==> src/rtl/gsd_pkg.sv <==
package gsd_pkg;

  typedef enum logic [1:0] {
    PH_LOAD   = 2'b00,
    PH_HOLD_A = 2'b01,
    PH_HOLD_B = 2'b11,
    PH_STORE  = 2'b10
  } phase_e;

  typedef struct packed {
    logic launchEn;
    logic captureEn;
  } strobe_t;

  function automatic phase_e nextPhase(input phase_e cur);
    phase_e nxt;
    case (cur)
      PH_LOAD:   nxt = PH_HOLD_A;
      PH_HOLD_A: nxt = PH_HOLD_B;
      PH_HOLD_B: nxt = PH_STORE;
      default:   nxt = PH_LOAD;
    endcase
    return nxt;
  endfunction

endpackage

==> src/rtl/gsd_phase_ctrl.sv <==
module gsd_phase_ctrl
  import gsd_pkg::*;
(
  input  logic    clk,
  input  logic    rst,
  output phase_e  phaseQ,
  output strobe_t strobes
);

  phase_e phaseD;

  always_comb phaseD = nextPhase(phaseQ);

  always_ff @(posedge clk) begin
    if (rst) phaseQ <= PH_LOAD;
    else     phaseQ <= phaseD;
  end

  always_comb begin
    strobes.launchEn  = (phaseQ == PH_LOAD);
    strobes.captureEn = (phaseQ == PH_STORE);
  end

endmodule

==> src/rtl/gsd_datapath.sv <==
module gsd_datapath
  import gsd_pkg::*;
#(
  parameter int DATA_W = 8,
  parameter int STEP   = 1
) (
  input  logic              clk,
  input  logic              rst,
  input  strobe_t           strobes,
  input  logic [DATA_W-1:0] dataIn,
  output logic [DATA_W-1:0] launchQ,
  output logic [DATA_W-1:0] captureQ
);

  localparam logic [DATA_W-1:0] STEP_W = DATA_W'(STEP);

  logic [DATA_W-1:0] launchD;
  logic [DATA_W-1:0] sumSlow;
  logic [DATA_W-1:0] captureD;

  always_comb launchD = strobes.launchEn ? dataIn : launchQ;

  // Combinational function: this is the path that gets three cycles to settle.
  always_comb sumSlow = launchQ + STEP_W;

  always_comb captureD = strobes.captureEn ? sumSlow : captureQ;

  always_ff @(posedge clk) begin
    if (rst) begin
      launchQ  <= '0;
      captureQ <= '0;
    end else begin
      launchQ  <= launchD;
      captureQ <= captureD;
    end
  end

endmodule

==> src/rtl/gray_mc_datapath.sv <==
module gray_mc_datapath
  import gsd_pkg::*;
#(
  parameter int DATA_W = 8
) (
  input  logic              clk,
  input  logic              rst,
  input  logic [DATA_W-1:0] dataIn,
  output logic [DATA_W-1:0] dataOut,
  output logic [1:0]        phase
);

  phase_e            phaseQ;
  strobe_t           strobes;
  logic [DATA_W-1:0] launchQ;

  gsd_phase_ctrl u_ctrl (
    .clk     (clk),
    .rst     (rst),
    .phaseQ  (phaseQ),
    .strobes (strobes)
  );

  gsd_datapath #(.DATA_W(DATA_W), .STEP(1)) u_dp (
    .clk      (clk),
    .rst      (rst),
    .strobes  (strobes),
    .dataIn   (dataIn),
    .launchQ  (launchQ),
    .captureQ (dataOut)
  );

  assign phase = phaseQ;

endmodule

==> config.mk <==
export PLATFORM = sky130hd
export DESIGN_NAME = gray_mc_datapath
export DESIGN_NICKNAME = d
export VERILOG_FILES = /design/src/rtl/gsd_pkg.sv /design/src/rtl/gsd_phase_ctrl.sv /design/src/rtl/gsd_datapath.sv /design/src/rtl/gray_mc_datapath.sv
export SDC_FILE = /design/constraint.sdc
export NUM_CORES = 1
export LEC_CHECK = 0
export BUFFER_PORTS_ARGS = -buffer_cell sky130_fd_sc_hd__buf_2
export CAP_MARGIN = 10
export CORE_ASPECT_RATIO = 0.6
export CORE_MARGIN = 5
export CORE_UTILIZATION = 30
export CTS_CLUSTER_SIZE = 25
export DETAILED_ROUTE_END_ITERATION = 6
export GPL_TIMING_DRIVEN = 1
export HOLD_SLACK_MARGIN = 0.12
export PLACE_DENSITY = 0.48
export SETUP_SLACK_MARGIN = 0.3
export SLEW_MARGIN = 30
export SYNTH_ARGS = -nofsm -noshare
export SYNTH_HDL_FRONTEND = slang
export SYNTH_HIERARCHICAL = 1
export SYNTH_SLANG_ARGS = --single-unit
==> constraint.sdc <==
create_clock -name clk -period 1.68 [get_ports clk]
set_clock_uncertainty 0.05 [all_clocks]
set_input_delay 0.084 -clock clk [delete_from_list [all_inputs] [get_ports clk]]
set_output_delay 0.084 -clock clk [all_outputs]
set_load 0.02 [all_outputs]
* Word-level counts from Yosys, hierarchy flattened
Cells that the tools add are included.
W data, S select, Z words.
** Cells by class
- Eq/ne operators :: 3
- Reduce and logical (&&, ||, !) cells :: 1
- Multiplexer cells :: 1
- Add/subtract/negate cells :: 1
** Operator list (count)
- $add A8 B1 Y8 const B :: 1
- $pmux W2 S3 :: 1
- $eq A2 B2 Y1 const B :: 2
- $eq A2 B1 Y1 const B :: 1
- $logic_not A2 Y1 :: 1
** Storage, ports and cells
- Output and inout port bits :: 10
- Bits in registers :: 18
- Logic and storage cells :: 9

* Depth between registers and ports, before layout
Gate-level depths: netlist of run 1.
- Depth after elaboration :: 2
- Depth in mapped cells :: 4
- Depth with buffers taken out :: 4

* Modules after synthesis
The synthesis of run 1 kept the hierarchy.
** By module, submodules not included
- gsd_datapath :: cells an instance 70, instances 1, area each 675.6 um^2
- gsd_phase_ctrl :: cells an instance 6, instances 1, area each 60.1 um^2

* Worst setup path after synthesis of run 1
No wires, ideal clock.
- Path type :: reg-to-reg
- Start :: reg u_ctrl.phaseQ[1]
- End :: reg u_dp.captureQ[0]
- Period minus slack after synthesis :: 1390 ps
- Path buffers :: 1
- Setup slack :: 290 ps
- Cell stages (with the launch flop) :: 5
- Library setup time :: 128 ps
- Required time :: 1502 ps
- Arrival time :: 1212 ps
- Cells stage by stage :: dfxtp_1 -> nor2b_1 -> buf_2 -> mux2i_1 -> nor2_1
** RTL lines
- from (decl) :: RTL line gsd_phase_ctrl.sv:6 : output phase_e phaseQ,
- from (signal assigned) :: RTL line gsd_phase_ctrl.sv:16 : else phaseQ <= phaseD;
- to (signal assigned) :: RTL line gsd_datapath.sv:34 : captureQ <= captureD;
- to (decl) :: RTL line gsd_datapath.sv:12 : output logic [DATA_W-1:0] captureQ

* Worst setup path in the final report of run 1
- Start :: reg u_dp.launchQ[4]
- End :: reg u_dp.captureQ[7]
** Between the ends
- Word-level cells in the longest chain between the ends :: 1
** Ends and longest elaborated chain
- from (decl) :: RTL line gsd_datapath.sv:11 : output logic [DATA_W-1:0] launchQ,
- from (signal assigned) :: RTL line gsd_datapath.sv:33 : launchQ <= launchD;
- $add A8 B1 Y8 :: RTL line gsd_datapath.sv:24 : always_comb sumSlow = launchQ + STEP_W;
No other way between the ends.
A chain may end at the register's enable or synchronous reset.

==> flow_summary.json, run 1 <==
{
  "vias": 580,
  "hp-class": "in -> reg",
  "fin_crit_sh": 0.7844,
  "crit_arrival_ns": 1.44,
  "drc": 0,
  "drt-vias-per-instance": 4.296,
  "slew_violations": 0,
  "cp-end-kind": "flip-flop",
  "start_kind": "flip-flop",
  "rsz0062_at_grt": "false",
  "syn_area_um2": 735.7,
  "clock_sinks": 18,
  "root_buffer": "clkbuf_8",
  "cts_made_buffers": 3,
  "relSlewSlack": 0.7572,
  "max_freq_ghz": 0.7588,
  "vdd_drop_max_v": 0.0005617,
  "routedWlPerCell_um": 12.66,
  "synthCells": 76,
  "num_antenna_cells": 0,
  "status": "completed",
  "avgSynthCellArea_um2": 9.680,
  "cts_tree": "built",
  "syn_nets": 87,
  "rows": 13,
  "synth_seq_area_share": 0.4898,
  "dr.pass1.iters": 4,
  "grt-ovfl-total": 0,
  "grt_pass1_wl_um": 2794,
  "path_clk_slew_ns": 0.07,
  "p_leak_nw": 0.4286,
  "worstMarginPinSlew_ns": 0.3641,
  "portBuffers": 19,
  "wl_um": 1709,
  "cts_max_level": 1,
  "post-route-util": 0.4526,
  "nets": 117,
  "cap_violations": 0,
  "chipWidth_um": 73.93,
  "design.die.area_um2": 3575,
  "routabilityCongestion": 0.7012,
  "synth_top_area_cell": "dfxtp_1",
  "hold_ws_ns": 0.1526,
  "pin_count": 20,
  "core-area_um2": 2245,
  "clk-insertion-delay-late_ns": 0.25,
  "grt_max_degree": 19,
  "yosysUniqueCellTypes": 18,
  "async_flop_share": 0,
  "setup_tns_ns": 0,
  "die_h_um": 48.36,
  "finalPower_mw": 0.9686,
  "fin_crit_ns": 1.318,
  "crit_required_ns": 1.80,
  "drive_gt1_frac": 0.3238,
  "drtAntennaViolNets": 0,
  "synthTopCellsByCount": "dfxtp_1 (18), nor2_1 (18), mux2i_1 (10), nand3_1 (4)",
  "synthFlopType": "dfxtp_1",
  "start_util": 0.3278,
  "areaGrowthSynthToFinish_pct": 38.09,
  "grt_util_all_layers": 0.1037,
  "cp_max_fo": 4,
  "grt_antenna_before_repair": 0,
  "synth-edff-count": 0,
  "worst-setup-path-type": "reg -> reg",
  "first_global_vias": 542,
  "synth.top_cell.area_share": 0.4898,
  "ys_seq_elements": 18,
  "finalHoldViolCount": 0,
  "power_per_cell_area_nw_per_um2": 953.4,
  "setup_violations": 0,
  "synth_area_leaders": "dfxtp_1 (49%), mux2i_1 (14%), nor2_1 (9.2%)",
  "clockBufferDepth": 2,
  "yosysWarnings": 6,
  "drt_iter0_drc": 59
}
-- placed cells by master (no fill, tap or decap), types with 3 or more instances in the layout --
cell and instances:
o21ai_0 3, dlygate4sd3_1 8, dfxtp_1 14, or3_1 3, nand3_1 4, mux2i_1 10
nor2_1 18, buf_2 19, clkbuf_8 4, a211oi_1 3
-- sequential cells by signal (all words and copies together) (netlist names) --
| register | cells |
|---|---|
| u_dp/captureQ | 8 |
| u_ctrl/phaseQ | 2 |
| u_dp/launchQ | 8 |
-- path summary, 6_finish.rpt --
check                endpoint  depth (start not counted)  slack (ns)              from
max          u_dp/captureQ[7]                          3        0.36   u_dp/launchQ[4]
min          u_ctrl/phaseQ[0]                          2        0.15               rst
max reg2reg  u_dp/captureQ[7]                          3        0.36   u_dp/launchQ[4]
min reg2reg  u_ctrl/phaseQ[0]                          1        0.40  u_ctrl/phaseQ[1]
-- critical path, stage by stage (launching register included) --
cell and delay (ns):
dfxtp_1 0.42, nand4_2 0.15, or3_1 0.38, a311oi_2 0.23
-- layout make-up --
class | instances | area [um2]
clock buffers | 4 | 55.05
fillers | 241 | 1229
inverters | 2 | 7.507
multi-input cells | 52 | 355.3
flip-flops and latches | 18 | 370.4
well taps | 30 | 37.54
repair buffers | 29 | 190.2
-- metal layers --
metal  track usage  vias to the layer above  routed length (um)
met3       0.04733                        2                 102
met5             0                        -                   0
li1              -                      319                   -
met2        0.1426                       12                 695
met1        0.1406                      247                 903
met4       0.03614                        0                   8
-- timing repair --
action                                 4_1_cts  5_1_grt
gates resized for setup                      3        4
gates cloned                                 0        0
setup endpoints to repair                    1        3
setup buffers                                0        0
pin swaps                                    0        1
endpoints found under the hold margin        8        0
hold buffers                                 8        0
-- kinds of logic after synthesis --
| group | Yosys count | synth area share |
|---|---|---|
| multiplexers | 10 | 0.1361 |
| buffers and inverters | 6 | 0.03402 |
| flip-flops | 18 | 0.4898 |
| XOR/XNOR | 3 | 0.03572 |
| AO/OA/AOI/OAI | 9 | 0.1037 |
| AND/OR/NAND/NOR | 29 | 0.1837 |
| adder cells (fa/ha/maj) | 1 | 0.01700 |
-- through the flow --
stage          std cells  setup slack [ns]  cell area, um2
2_1_floorplan         76            0.3464           738.2
3_3_place_gp         123            0.3001           868.3
3_5_place_dp         123            0.2705           868.3
4_1_cts              135            0.3296            1008
5_1_grt              135            0.3003            1016
6_report             135            0.3621            1016
-- where the power goes --
group | switching, mW | leakage (nW) | total [mW] | internal (mW)
Combinational | 0.0691 | 0.250 | 0.135 | 0.0663
Clock | 0.144 | 0.0288 | 0.353 | 0.208
Sequential | 0.0265 | 0.150 | 0.481 | 0.454
(Power assumes the default switching activity.)
==> inputs of run 2 (changes only) <==
--- a/config.mk
+++ b/config.mk
@@ -14,7 +14,7 @@
 export DETAILED_ROUTE_END_ITERATION = 6
 export GPL_TIMING_DRIVEN = 1
 export HOLD_SLACK_MARGIN = 0.12
-export PLACE_DENSITY = 0.48
+export PLACE_DENSITY = 0.49
 export SETUP_SLACK_MARGIN = 0.3
 export SLEW_MARGIN = 30
 export SYNTH_ARGS = -nofsm -noshare
==> constraint.sdc (replaced) <==
create_clock -name clk -period 1.2 [get_ports clk]
set_clock_uncertainty 0.05 [all_clocks]
set_input_delay 0.06 -clock clk [delete_from_list [all_inputs] [get_ports clk]]
set_output_delay 0.06 -clock clk [all_outputs]
set_load 0.02 [all_outputs]
==> flow_summary.json, run 2 (synthesized netlist as in run 1, its figures left out) <==
{
  "status": "finished with violations",
  "violations": "negative setup slack",
  "drt-vias-per-instance": 4.639,
  "fin_crit_ns": 1.218,
  "cp-end-kind": "flip-flop",
  "relSlewSlack": 0.7744,
  "fillers": 206,
  "routabilityCongestion": 0.7053,
  "worst-setup-path-type": "reg -> reg",
  "final_area_um2": 1184,
  "hold_ws_ns": 0.1171,
  "vdd_drop_max_v": 0.0006306,
  "design.die.area_um2": 3575,
  "crit_slowest_cell": "dfxtp_4",
  "crit_required_ns": 1.33,
  "cts_max_level": 1,
  "setup_tns_ns": -0.01757,
  "drtAntennaViolNets": 0,
  "fin_crit_sh": 1.015,
  "portBuffers": 19,
  "critPathBufInv": 2,
  "pin_count": 20,
  "grt_max_degree": 19,
  "largestRegisters": "u_dp/captureQ (8), u_dp/launchQ (8), u_ctrl/phaseQ (2)",
  "routedWlPerCell_um": 12.72,
  "grt_util_all_layers": 0.1079,
  "setup_violations": 1,
  "hp-class": "in -> reg",
  "wl_um": 1831,
  "start_util": 0.3278,
  "crit_chain": "ha_4 -> buf_4 -> buf_6 -> xnor2_2 -> a211oi_1",
  "power_per_cell_area_nw_per_um2": 1139,
  "clock_sinks": 18,
  "areaGrowthSynthToFinish_pct": 60.88,
  "slew_violations": 0,
  "mostFrequentLayoutCell": "nor2_1",
  "max_freq_ghz": 0.8213,
  "chipWidth_um": 73.93,
  "rows": 13,
  "core-area_um2": 2245,
  "first_global_vias": 608,
  "path_delay_family": "flip-flops",
  "vias": 668,
  "start_kind": "flip-flop",
  "rsz0062_at_grt": "true",
  "grt-ovfl-total": 0,
  "grt_antenna_before_repair": 0,
  "drt_iter0_drc": 16,
  "drive_gt1_frac": 0.4474,
  "path_clk_slew_ns": 0.07,
  "cap_violations": 0,
  "slowest_delay_ns": 0.37,
  "finalHoldViolCount": 0,
  "drc": 0,
  "crit_arrival_ns": 1.35,
  "clockBufferDepth": 2,
  "hpwlAfterDp_um": 1196,
  "placed_area_um2": 918.4,
  "clk-insertion-delay-late_ns": 0.25,
  "die_h_um": 48.36,
  "cts_made_buffers": 3,
  "root_buffer": "clkbuf_8",
  "dr.pass1.iters": 4,
  "layout_common_cells": "nor2_1 (17), buf_2 (15), mux2i_1 (10), dfxtp_1 (10), buf_4 (9)",
  "num_antenna_cells": 0,
  "cts_tree": "built",
  "nets": 126,
  "worstMarginPinSlew_ns": 0.3384,
  "worst_slack_ns": -0.01757,
  "p_leak_nw": 0.4930,
  "cp_max_fo": 5,
  "grt_pass1_wl_um": 2911
}
-- run 2: final cells by class --
class,count,area (um2),area share
Clock inverter,1,3.754,0.003171
Inverter,2,7.507,0.006342
Timing Repair Buffer,38,299.0,0.2526
Clock buffer,3,41.29,0.03488
Multi-Input combinational cell,52,404.1,0.3414
Tap cell,30,37.54,0.03171
Sequential cell,18,390.4,0.3298
-- run 2: through the flow --
stage / std cells / util / power, mW / setup slack, ns
2_1_floorplan: 76 / - / 0.8045 / 0.06315
3_3_place_gp: 123 / 0.4091 / 0.8641 / -0.01755
3_5_place_dp: 123 / 0.4091 / 0.8663 / -0.008556
4_1_cts: 141 / 0.5033 / 1.340 / 0.003888
5_1_grt: 144 / 0.5273 / 1.408 / -0.06474
6_report: 144 / 0.5273 / 1.348 / -0.01757
-- run 2: path summary, 6_finish.rpt --
kind	start	end	depth (start not counted)	slack, ns
worst max-delay path	u_dp/launchQ[1]	u_dp/captureQ[2]	5	-0.02
worst min-delay path	rst	u_ctrl/phaseQ[0]	2	0.12
worst max register to register	u_dp/launchQ[1]	u_dp/captureQ[2]	5	-0.02
worst min register to register	u_ctrl/phaseQ[1]	u_ctrl/phaseQ[0]	1	0.41
-- run 2: power by group --
part           switching (mW)  total (mW)  internal, mW
Sequential             0.0465       0.679         0.632
Combinational           0.107       0.237         0.130
Clock                   0.205       0.433         0.228
-- run 2: timing repair --
| action | CTS | global route |
|---|---|---|
| hold buffers | 8 | 0 |
| hold endpoints to repair | 8 | 0 |
| setup buffers | 6 | 3 |
| setup endpoints to repair | 17 | 20 |
| pin swaps | 5 | 4 |
| resized for setup | 11 | 8 |
-- run 2: metal layers --
| layer | track usage | vias to the layer above | wire (um) |
|---|---|---|---|
| li1 | - | 339 | - |
| met3 | 0.05144 | 2 | 129 |
| met4 | 0.03614 | 0 | 8 |
| met5 | 0 | - | 0 |
| met2 | 0.1544 | 18 | 825 |
| met1 | 0.1404 | 309 | 868 |
-- run 2: worst register-to-register path: stages (launching register included) --
cell	delay, ns
dfxtp_4	0.37
ha_4	0.17
buf_4	0.13
buf_6	0.11
xnor2_2	0.11
a211oi_1	0.21
==> inputs of run 3 (changes only) <==
--- a/config.mk
+++ b/config.mk
@@ -16,6 +16,7 @@
 export HOLD_SLACK_MARGIN = 0.12
 export PLACE_DENSITY = 0.49
 export SETUP_SLACK_MARGIN = 0.3
+export SKIP_LAST_GASP = 1
 export SLEW_MARGIN = 30
 export SYNTH_ARGS = -nofsm -noshare
 export SYNTH_HDL_FRONTEND = slang
==> constraint.sdc (replaced) <==
create_clock -name clk -period 1.2 [get_ports clk]
set_clock_uncertainty 0.05 [all_clocks]
set_input_delay 0.24 -clock clk [delete_from_list [all_inputs] [get_ports clk]]
set_output_delay 0.24 -clock clk [all_outputs]
set_load 0.02 [all_outputs]
==> flow_summary.json, run 3 (synthesized netlist as in run 1, its figures left out) <==
{
  "rows": 13,
  "seq_area_um2": 400.4,
  "cts_tree": "built",
  "chipWidth_um": 73.93,
  "vdd_drop_max_v": 0.0006064,
  "first_global_vias": 581,
  "drt_iter0_drc": 20,
  "cts_max_level": 1,
  "hold_ws_ns": 0.1737,
  "gr-usage-met2": 0.1412,
  "vias": 640,
  "fin_crit_sh": 1.036,
  "num_antenna_cells": 0,
  "holdPathStages": 3,
  "drtAntennaViolNets": 0,
  "portBuffers": 19,
  "cap_violations": 0,
  "clock_sinks": 18,
  "clk-insertion-delay-late_ns": 0.25,
  "max_freq_ghz": 0.8045,
  "largestRegisters": "u_dp/captureQ (8), u_dp/launchQ (8), u_ctrl/phaseQ (2)",
  "hpwlAfterDp_um": 1196,
  "drive_gt1_frac": 0.5648,
  "fillers": 208,
  "grt_max_degree": 19,
  "start_util": 0.3278,
  "fin_crit_ns": 1.243,
  "layout_common_cells": "nor2_1 (17), buf_6 (12), mux2i_1 (10), buf_4 (10), buf_2 (9)",
  "grt-ovfl-total": 0,
  "grt_pass1_wl_um": 2884,
  "violations": "negative setup slack",
  "design.die.area_um2": 3575,
  "root_buffer": "clkbuf_8",
  "drt-vias-per-instance": 4.638,
  "worstMarginPinSlew_ns": 0.3541,
  "routabilityCongestion": 0.7053,
  "routedWlPerCell_um": 13.41,
  "r2r_end": "u_dp/captureQ[6]",
  "mostFrequentLayoutCell": "nor2_1",
  "drc": 0,
  "pin_count": 20,
  "areaGrowthSynthToFinish_pct": 58.67,
  "cts_made_buffers": 3,
  "path_clk_slew_ns": 0.07,
  "clockBufferDepth": 2,
  "grtUsageMet1": 0.1467,
  "busiest_layer": "met1",
  "setup_violations": 1,
  "worst_slack_ns": -0.04297,
  "rrSetupSlack_ns": -0.04,
  "wl_um": 1851,
  "slew_violations": 0,
  "grt_util_all_layers": 0.1071,
  "crit_arrival_ns": 1.36,
  "nets": 120,
  "post-route-util": 0.5201,
  "die_h_um": 48.36,
  "crit_required_ns": 1.32,
  "dr.pass1.iters": 4,
  "rsz0062_at_grt": "true",
  "cp_max_fo": 5,
  "worst-setup-path-type": "reg -> reg",
  "finalHoldViolCount": 0,
  "crit_path_start": "u_dp/launchQ[1]",
  "hp-class": "in -> reg",
  "core-area_um2": 2245,
  "hold_path_end": "u_dp/launchQ[0]",
  "min_from": "dataIn[0]",
  "multi_input_area_um2": 401.6,
  "r2r_cells": 4,
  "relSlewSlack": 0.7639,
  "start_kind": "flip-flop",
  "power_per_cell_area_nw_per_um2": 1153,
  "grt_antenna_before_repair": 0,
  "cp-end-kind": "flip-flop",
  "p_leak_nw": 0.4774,
  "status": "finished with violations",
  "r2r_start": "u_dp/launchQ[1]",
  "use_met3": 0.05556
}
==> run 3: cell types whose count changed in the layout (fill, tap and decap cells not counted) <==
| cell | delta |
|---|---|
| buf_6 | +7 |
| nand3_2 | +1 |
| dfxtp_1 | -8 |
| buf_4 | +1 |
| buf_2 | -6 |
| dlygate4sd3_1 | -8 |
| xnor2_1 | +1 |
| dfxtp_2 | +8 |
| nand3_1 | -1 |
| xnor2_2 | -1 |
==> run 3: cell type report <==
class | instances | share of cell area
well taps | 30 | 0.03215
flip-flops and latches | 18 | 0.3430
inverters | 2 | 0.006431
clock buffers | 3 | 0.03537
clock inverters | 1 | 0.003215
multi-input cells | 52 | 0.3441
repair buffers | 32 | 0.2358
==> run 3: worst max-delay path, stage by stage, from the launching register on <==
cell and delay, ns:
dfxtp_4 0.38, ha_4 0.16, inv_2 0.04, or3_1 0.33, a311oi_1 0.21
==> run 3: worst max path at each step <==
stage / endpoint / cells past startpoint
CTS: u_dp/captureQ[6] / 4
detailed placement: u_dp/captureQ[6] / 3
global route: u_dp/captureQ[6] / 3
global placement: u_dp/captureQ[6] / 3
floorplan: u_dp/captureQ[6] / 4
finish: u_dp/captureQ[6] / 4
==> run 3: timing repair <==
action | in CTS | in global routing
pin swaps | 4 | 1
setup endpoints to repair | 26 | 26
hold buffers | 0 | 0
gates resized for setup | 37 | 3
buffers inserted | 8 | 3
==> run 3: metrics by stage <==
stage | power, mW | instance area (um2) | instances | worst slack [ns] | setup TNS (ns)
floorplan | 0.8045 | 784.5 | 76 | 0.06315 | 0
CTS | 1.352 | 1134 | 135 | 0.003888 | 0
global route | 1.416 | 1167 | 138 | -0.09050 | -0.1367
detailed placement | 0.8663 | 918.4 | 123 | -0.008556 | -0.008556
global placement | 0.8641 | 918.4 | 123 | -0.01755 | -0.01755
finish | 1.346 | 1167 | 138 | -0.04297 | -0.04297
==> run 3: layer usage <==
layer | wire length, um | vias to the layer above
li1 | - | 328
met1 | 894 | 292
met4 | 8 | 0
met3 | 134 | 2
met5 | 0 | -
met2 | 814 | 18
==> run 3: power breakdown <==
group | switching (mW) | total [mW] | internal, mW
Combinational | 0.104 | 0.236 | 0.132
Sequential | 0.0510 | 0.686 | 0.635
Clock | 0.196 | 0.423 | 0.227
